File: src/rtl/mio_pkg.sv
package mio_pkg;
  typedef enum logic [1:0] {
    A_DIR  = 2'd0,
    A_DATA = 2'd1,
    A_CTRL = 2'd2,
    A_RSVD = 2'd3
  } reg_addr_e;
endpackage

File: src/rtl/mio_sync.sv
module mio_sync #(
  parameter int W = 8
) (
  input  logic         clk_i,
  input  logic         rst_ni,
  input  logic [W-1:0] d_i,
  output logic [W-1:0] q_o
);
  logic [W-1:0] s1_q, s2_q;

  always_ff @(posedge clk_i or negedge rst_ni) begin
    if (!rst_ni) begin
      s1_q <= '0;
      s2_q <= '0;
    end else begin
      s1_q <= d_i;
      s2_q <= s1_q;
    end
  end

  assign q_o = s2_q;
endmodule

File: src/rtl/mio_regs.sv
module mio_regs
  import mio_pkg::*;
#(
  parameter int W     = 8,
  parameter int SEL_W = $clog2(W)
) (
  input  logic             clk_i,
  input  logic             rst_ni,
  input  logic             wr_en_i,
  input  logic [1:0]       addr_i,
  input  logic [W-1:0]     wdata_i,
  output logic [W-1:0]     dir_o,
  output logic [W-1:0]     lat_o,
  output logic             adis_o,
  output logic [SEL_W-1:0] sel_o,
  output logic             start_o
);
  logic [W-1:0]     dir_q, lat_q;
  logic             adis_q, adis_d1_q;
  logic [SEL_W-1:0] sel_q;

  always_ff @(posedge clk_i or negedge rst_ni) begin
    if (!rst_ni) begin
      dir_q     <= '0;
      lat_q     <= '0;
      adis_q    <= 1'b1;
      sel_q     <= '0;
      adis_d1_q <= 1'b1;
    end else begin
      adis_d1_q <= adis_q;
      if (wr_en_i) begin
        unique case (reg_addr_e'(addr_i))
          A_DIR:   dir_q <= wdata_i;
          A_DATA:  lat_q <= wdata_i;
          A_CTRL: begin
            adis_q <= wdata_i[0];
            sel_q  <= wdata_i[SEL_W:1];
          end
          default: ;
        endcase
      end
    end
  end

  // falling edge of the disable flag
  assign start_o = adis_d1_q & ~adis_q;
  assign dir_o   = dir_q;
  assign lat_o   = lat_q;
  assign adis_o  = adis_q;
  assign sel_o   = sel_q;
endmodule

File: src/rtl/mio_bit_mode.sv
module mio_bit_mode (
  input  logic dir_i,
  input  logic lat_i,
  input  logic adis_i,
  input  logic sel_hit_i,
  input  logic pin_i,
  output logic rd_o,
  output logic ana_en_o
);
  logic analog_mode;

  assign analog_mode = ~dir_i & ~lat_i;
  // output: latch; digital input: pin; analog (or fixed low): 0
  assign rd_o     = dir_i ? lat_i : (lat_i & pin_i);
  assign ana_en_o = analog_mode & ~adis_i & sel_hit_i;
endmodule

File: src/rtl/mixed_io_port.sv
module mixed_io_port
  import mio_pkg::*;
#(
  parameter int W = 8
) (
  input  logic         clk_i,
  input  logic         rst_ni,
  input  logic         wr_en_i,
  input  logic [1:0]   addr_i,
  input  logic [W-1:0] wdata_i,
  output logic [W-1:0] rdata_o,
  input  logic [W-1:0] pad_in_i,
  output logic [W-1:0] pad_out_o,
  output logic [W-1:0] pad_oe_o,
  output logic [W-1:0] ana_en_o,
  output logic         conv_start_o,
  output logic         dbg_ok_o
);
  localparam int SEL_W = $clog2(W);

  logic [W-1:0]     dir, lat, pin_s, port_rd;
  logic             adis;
  logic [SEL_W-1:0] sel;

  mio_sync #(.W(W)) u_sync (
    .clk_i (clk_i),
    .rst_ni(rst_ni),
    .d_i   (pad_in_i),
    .q_o   (pin_s)
  );

  mio_regs #(.W(W), .SEL_W(SEL_W)) u_regs (
    .clk_i  (clk_i),
    .rst_ni (rst_ni),
    .wr_en_i(wr_en_i),
    .addr_i (addr_i),
    .wdata_i(wdata_i),
    .dir_o  (dir),
    .lat_o  (lat),
    .adis_o (adis),
    .sel_o  (sel),
    .start_o(conv_start_o)
  );

  for (genvar i = 0; i < W; i++) begin : g_bit
    mio_bit_mode u_mode (
      .dir_i    (dir[i]),
      .lat_i    (lat[i]),
      .adis_i   (adis),
      .sel_hit_i(sel == SEL_W'(i)),
      .pin_i    (pin_s[i]),
      .rd_o     (port_rd[i]),
      .ana_en_o (ana_en_o[i])
    );
  end

  always_comb begin
    rdata_o = '0;
    unique case (reg_addr_e'(addr_i))
      A_DIR:  rdata_o = dir;
      A_DATA: rdata_o = port_rd;
      A_CTRL: begin
        rdata_o[0]       = adis;
        rdata_o[SEL_W:1] = sel;
      end
      default: rdata_o = '0;
    endcase
  end

  assign pad_out_o = lat;
  assign pad_oe_o  = dir;
  assign dbg_ok_o  = lat[W-1];
endmodule

File: config.mk
export PLATFORM = sky130hd
export DESIGN_NAME = mixed_io_port
export DESIGN_NICKNAME = d
export VERILOG_FILES = /design/src/rtl/mio_pkg.sv /design/src/rtl/mio_sync.sv /design/src/rtl/mio_regs.sv /design/src/rtl/mio_bit_mode.sv /design/src/rtl/mixed_io_port.sv
export SDC_FILE = /design/constraint.sdc
export NUM_CORES = 1
export LEC_CHECK = 0
export ABC_AREA = 1
export BUFFER_PORTS_ARGS = -buffer_cell sky130_fd_sc_hd__buf_2
export CAP_MARGIN = 0
export CORE_MARGIN = 10
export CORE_UTILIZATION = 54
export DETAILED_ROUTE_END_ITERATION = 8
export GPL_TIMING_DRIVEN = 0
export PLACE_DENSITY_LB_ADDON = 0.08
export REMOVE_ABC_BUFFERS = 1
export SYNTH_ARGS = -nofsm -noshare
export SYNTH_HDL_FRONTEND = slang
export SYNTH_SLANG_ARGS = --single-unit
File: constraint.sdc
create_clock -name clk_i -period 2.3 [get_ports clk_i]
set_input_delay 0.46 -clock clk_i [delete_from_list [all_inputs] [get_ports clk_i]]
set_output_delay 0.46 -clock clk_i [all_outputs]
set_load 0.02 [all_outputs]
---- Word-level counts from Yosys, hierarchy flattened ----
Cells that the tools add are included.
cells by class
  add/subtract/negate cells ............... 0
  $mul .................................... 0
  div/mod/pow operators ................... 0
  $lt $le $gt $ge ......................... 0
  equal/unequal tests ..................... 9
  shifts and indexed selects .............. 0
  mux-type cells .......................... 10
  bitwise gates (word level) .............. 50
  reductions and logical operators ........ 5
operators with widths
  operator                                                          number
  1-bit AND                                                         33
  1-bit NOT                                                         17
  3-bit == test (second input constant)                             4
  4-bit case mux with 3 select lines                                1
  1-bit 2-to-1 mux                                                  8
  4-bit case mux with 2 select lines                                1
  3-bit by 2-bit == test with 1-bit output (second input constant)  2
  2-bit AND reduction                                               3
  3-bit by 1-bit == test with 1-bit output (second input constant)  1
  3-bit logical NOT                                                 1
  2-bit by 1-bit == test with 1-bit output (second input constant)  1
  2-bit == test (second input constant)                             1
  2-bit logical NOT                                                 1
word-level totals
  register bits after elaboration ......... 37
  latch bits .............................. 0
  RAM bits ................................ 0
  memory bits (read-only) ................. 0
  output and inout bits ................... 34
  word-level logic and storage cells ...... 81
  memories ................................ 0

---- Logic depth before layout (Yosys ltp) ----
  depth after elaboration ................. 4
  gate-level depth with buffers ........... 6

---- Modules after synthesis ----
Synthesis repeated with hierarchy kept, for this count alone.
unflattened totals
  cells, all modules ...................... 217
  area, all modules ....................... 1711.6 um2
modules (own cells, without submodules)
  module         instances  cells each  area each (um2)  sequential area each (um2)
  mio_regs       1          93          863.3            528.0
  mio_sync       1          16          400.4            400.4
  mio_bit_mode   8          8           30.0             0.0
  mixed_io_port  1          44          207.7            0.0

---- Least setup slack after synthesis ----
No wires, ideal clock.
  path kind ............................... input to output
  start point ............................. input addr_i[1]
  end point ............................... output rdata_o[4]
  arrival ................................. 1.152 ns
  required time ........................... 1.840 ns
  path slack .............................. 0.688 ns
  stages on the path ...................... 5
  path buffers ............................ 2
  cell sequence ........................... buf_2 -> nor2_4 -> buf_4 -> nand2_1 -> nand2_1
on the way
  longest elaborated chain between the ends .. 2
  elaborated cells on any way between the ends .. 3
ends and longest elaborated chain
  what                                                                           RTL line             source
  start: declaration                                                             mixed_io_port.sv:9   input logic [1:0] addr_i,
  2-bit by 1-bit == test with 1-bit output or 2-bit logical NOT (tied branches)  mixed_io_port.sv:59  unique case (reg_addr_e'(addr_i))
  4-bit case mux with 2 select lines *                                           mixed_io_port.sv:59
  end: declaration                                                               mixed_io_port.sv:11  output logic [W-1:0] rdata_o,
Every way passes the cells marked *; elsewhere a longest branch is shown, timed or not.

---- Worst setup path in the final report ----
  start point ............................. register u_regs.adis_q (netlist: u_regs.adis_o)
  end point ............................... output ana_en_o[2]
on the way
  longest elaborated chain between the ends .. 3
ends and longest elaborated chain
  what                      RTL line             source
  start: declaration        mio_regs.sv:19       logic adis_q, adis_d1_q;
  start signal: assignment  mio_regs.sv:36       adis_q <= wdata_i[0];
  1-bit NOT                 mio_bit_mode.sv:15   assign ana_en_o = analog_mode & ~adis_i & sel_hit_i;
  1-bit AND (2 in a row)    mio_bit_mode.sv:15
  end: declaration          mixed_io_port.sv:15  output logic [W-1:0] ana_en_o,
No other way between the ends.

==> flow_metrics.py <==
metrics = {
    "yosys": {
        "ys.flop_type": "dfrtp_1",
        "synth-async-reset-ratio_pct": 100.0,
        "ys_seq_elements": 37,
        "ys_warn_count": 0,
        "yosys.area.top_type": "dfrtp_1",
        "synth_area_sq_um": 1779,
        "synth_most_common_cell": "nand2_1",
        "avgSynthCellArea_sq_um": 8.124,
        "synthTopCellsByArea": "dfrtp_1 (49%), nand2_1 (17%), buf_4 (11%)",
        "synth_edf_count": 0,
        "synth.top_cells.by_count": "nand2_1 (79), dfrtp_1 (35), inv_1 (30)",
        "synth-seq-area-share_pct": 52.18,
        "synth_cell_type_count": 14,
        "synth_cells": 219,
        "synth_top_area_share_pct": 49.23,
    },
    "global_route": {
        "grt_max_degree": 38,
        "grt_use_total_pct": 13.96,
        "grt_pass1_vias": 1397,
        "grt_antenna_before_repair": 0,
        "grt_pass1_wl_mm": 6.699,
        "grt_overflow_total": 0,
    },
    "critical_path": {
        "r2r-start": "u_regs.adis_o",
        "worstReg2RegEnd": "u_regs.adis_o",
        "critPathArrivalTime_ps": 1480,
        "critPathLaunchType": "flip-flop",
        "cp-end-kind": "output pin",
        "critical_path_required_ps": 1840,
        "crit_fanout": 8,
        "r2r_slack_ps": 1520,
        "rr_worst_depth": 2,
        "worstSetupPathType": "flip-flop to output pin",
    },
    "sta": {
        "rsz0062_at_grt": "no",
        "finalCritPeriodShare_pct": 84.41,
        "slew_headroom_pct": 48.02,
        "drv_slew": 0,
        "hold_viol_final": 0,
        "setup_viol": 0,
        "finClkSkew_ps": 4.868,
        "fmax_mhz": 515.1,
        "fin_crit_ps": 1941,
        "tightest_slew_ps": 779.6,
        "fin_tns_setup_ps": 0,
    },
    "power_and_ir_drop": {
        "switching_share_pct": 32.73,
        "p_switching_uw": 539.8,
        "combPwrFrac_pct": 23.3,
        "p_int_uw": 1109,
        "power_leakage_uw": 0.001176,
        "p_clk_share_pct": 28.6,
        "fin_total_pwr_uw": 1649,
        "seqPwrFrac_pct": 48.1,
        "pwr_density_cell_nw_per_um2": 827.9,
        "ir_drop_mv": 0.4816,
    },
    "placement": {
        "dpl.hpwl_mm": 3.024,
        "numPortBuffers": 54,
        "place.gp.congestion": 0.8574,
        "place_area_sq_um": 1907,
    },
    "drt": {
        "num_vias": 1444,
        "vias_per_cell": 4.846,
        "avgRoutedWirePerCell_microns": 13.77,
        "drtAntennaViolNets": 0,
        "wl_mm": 4.103,
        "initialDrtViolationCount": 118,
        "drc_errors": 0,
        "first_pass_iters": 4,
    },
    "cts": {
        "clk_pin_slew_ps": 110,
        "cts.repair.resized": 0,
        "cts_made_buffers": 5,
        "cts_tree": "yes",
        "clk_latency_ps": 340,
        "ctsHoldBuffers": 0,
        "htree_levels": 2,
        "ctsLongestPathBuffers": 2,
        "cts_root_buffer": "clkbuf_4",
        "cts.sinks": 37,
        "postCtsSetupBuffers": 0,
    },
    "layout": {
        "stdcell_area_sq_um": 1992,
        "final_layout_size_suffix_gt1_share_pct": 27.17,
        "antenna_cells": 0,
        "area_growth_pct": 11.95,
        "final_util_pct": 64.19,
        "final_nets": 274,
    },
    "status": {
        "status": "completed",
    },
    "worst_hold_path": {
        "timing.hold.worst.class": "primary input to async pin",
    },
    "flow_run": {
        "cap_violations": 0,
    },
    "die": {
        "die_h_microns": 77.40,
        "ioPinCount": 55,
        "dieWidth_microns": 77.40,
        "core_sq_um": 3103,
        "initial_utilization_pct": 57.34,
        "core.rowCount": 20,
        "die-area_sq_um": 5991,
    },
}
-- layout make-up --
| type | instances | area (sq um) |
|---|---|---|
| inverter | 31 | 116.4 |
| timing repair buffer | 54 | 270.3 |
| fill | 315 | 1111 |
| clock buffer | 7 | 55.05 |
| multi-input combinational | 124 | 536.8 |
| clock inverter | 1 | 30.03 |
| tap | 44 | 55.05 |
| sequential | 37 | 928.4 |
-- per-layer routing --
layer | vias up | wire length, microns | GRT usage [%]
met5 | - | 0 | 0
met4 | 0 | 46 | 6.204
met3 | 8 | 389 | 5.645
met2 | 51 | 1938 | 22.41
met1 | 670 | 1728 | 16.07
li1 | 715 | - | -
-- power groups by stage --
stage                     logic (uW)  clock network (uW)  registers [uW]
after floorplan                  173                   0             855
after global placement           384                   0             806
after detailed placement         390                   0             806
after CTS                        391                 485             794
after global routing             429                 512             807
final                            384                 472             793
-- stage by stage --
step	setup slack (ps)	instances	hold slack [ps]
after global routing	197.6	298	188.0
after global placement	408.1	290	332.1
after floorplan	747.5	192	164.4
after CTS	316.3	298	199.9
final	358.6	298	183.1
after detailed placement	408.8	290	336.3
-- registers in the layout, summed over array words and instances (netlist names) --
signal,flops
u_regs.dir_o,8
u_sync.q_o,8
u_regs.adis_d1_q,1
u_sync.s1_q,8
u_regs.lat_o,8
u_regs.adis_o,1
u_regs.sel_o,3
-- layout by cell type (no fill, tap or decap) --
cell        n
clkbuf_8    1
o21ai_0     4
nor2_2      1
inv_2       1
nand2_2     2
clkbuf_4    5
bufinv_16   1
dfstp_2     2
dfrtp_1    35
buf_2      54
nor2_1      1
nand3_1    27
nand2_1    79
inv_1      30
clkbuf_1    1
nor2_4      2
nor3_1      8
-- logic make-up after synthesis --
family                 Yosys count  synth area share [%]
buffers and inverters           58                 17.65
AND/OR/NAND/NOR                120                 29.04
flip-flops                      37                 52.18
AO/OA/AOI/OAI                    4                 1.125
-- worst max-delay path by stage --
stage                  end  slack, ps  cells past startpoint             from
6_report       ana_en_o[2]        360                      4    u_regs.adis_o
5_1_grt        ana_en_o[0]        200                      4    u_regs.adis_o
4_1_cts        ana_en_o[2]        320                      4    u_regs.adis_o
3_5_place_dp    rdata_o[2]        410                      7        addr_i[1]
3_3_place_gp    rdata_o[2]        410                      7        addr_i[1]
2_1_floorplan  ana_en_o[7]        750                      1  u_regs.lat_o[7]
-- critical path, stage by stage (launching register included) --
cell and delay, ps:
dfstp_2 410, inv_1 240, nand3_1 120, nor3_1 170
buf_2 200
No activity file was read; power rests on OpenSTA's default activity.
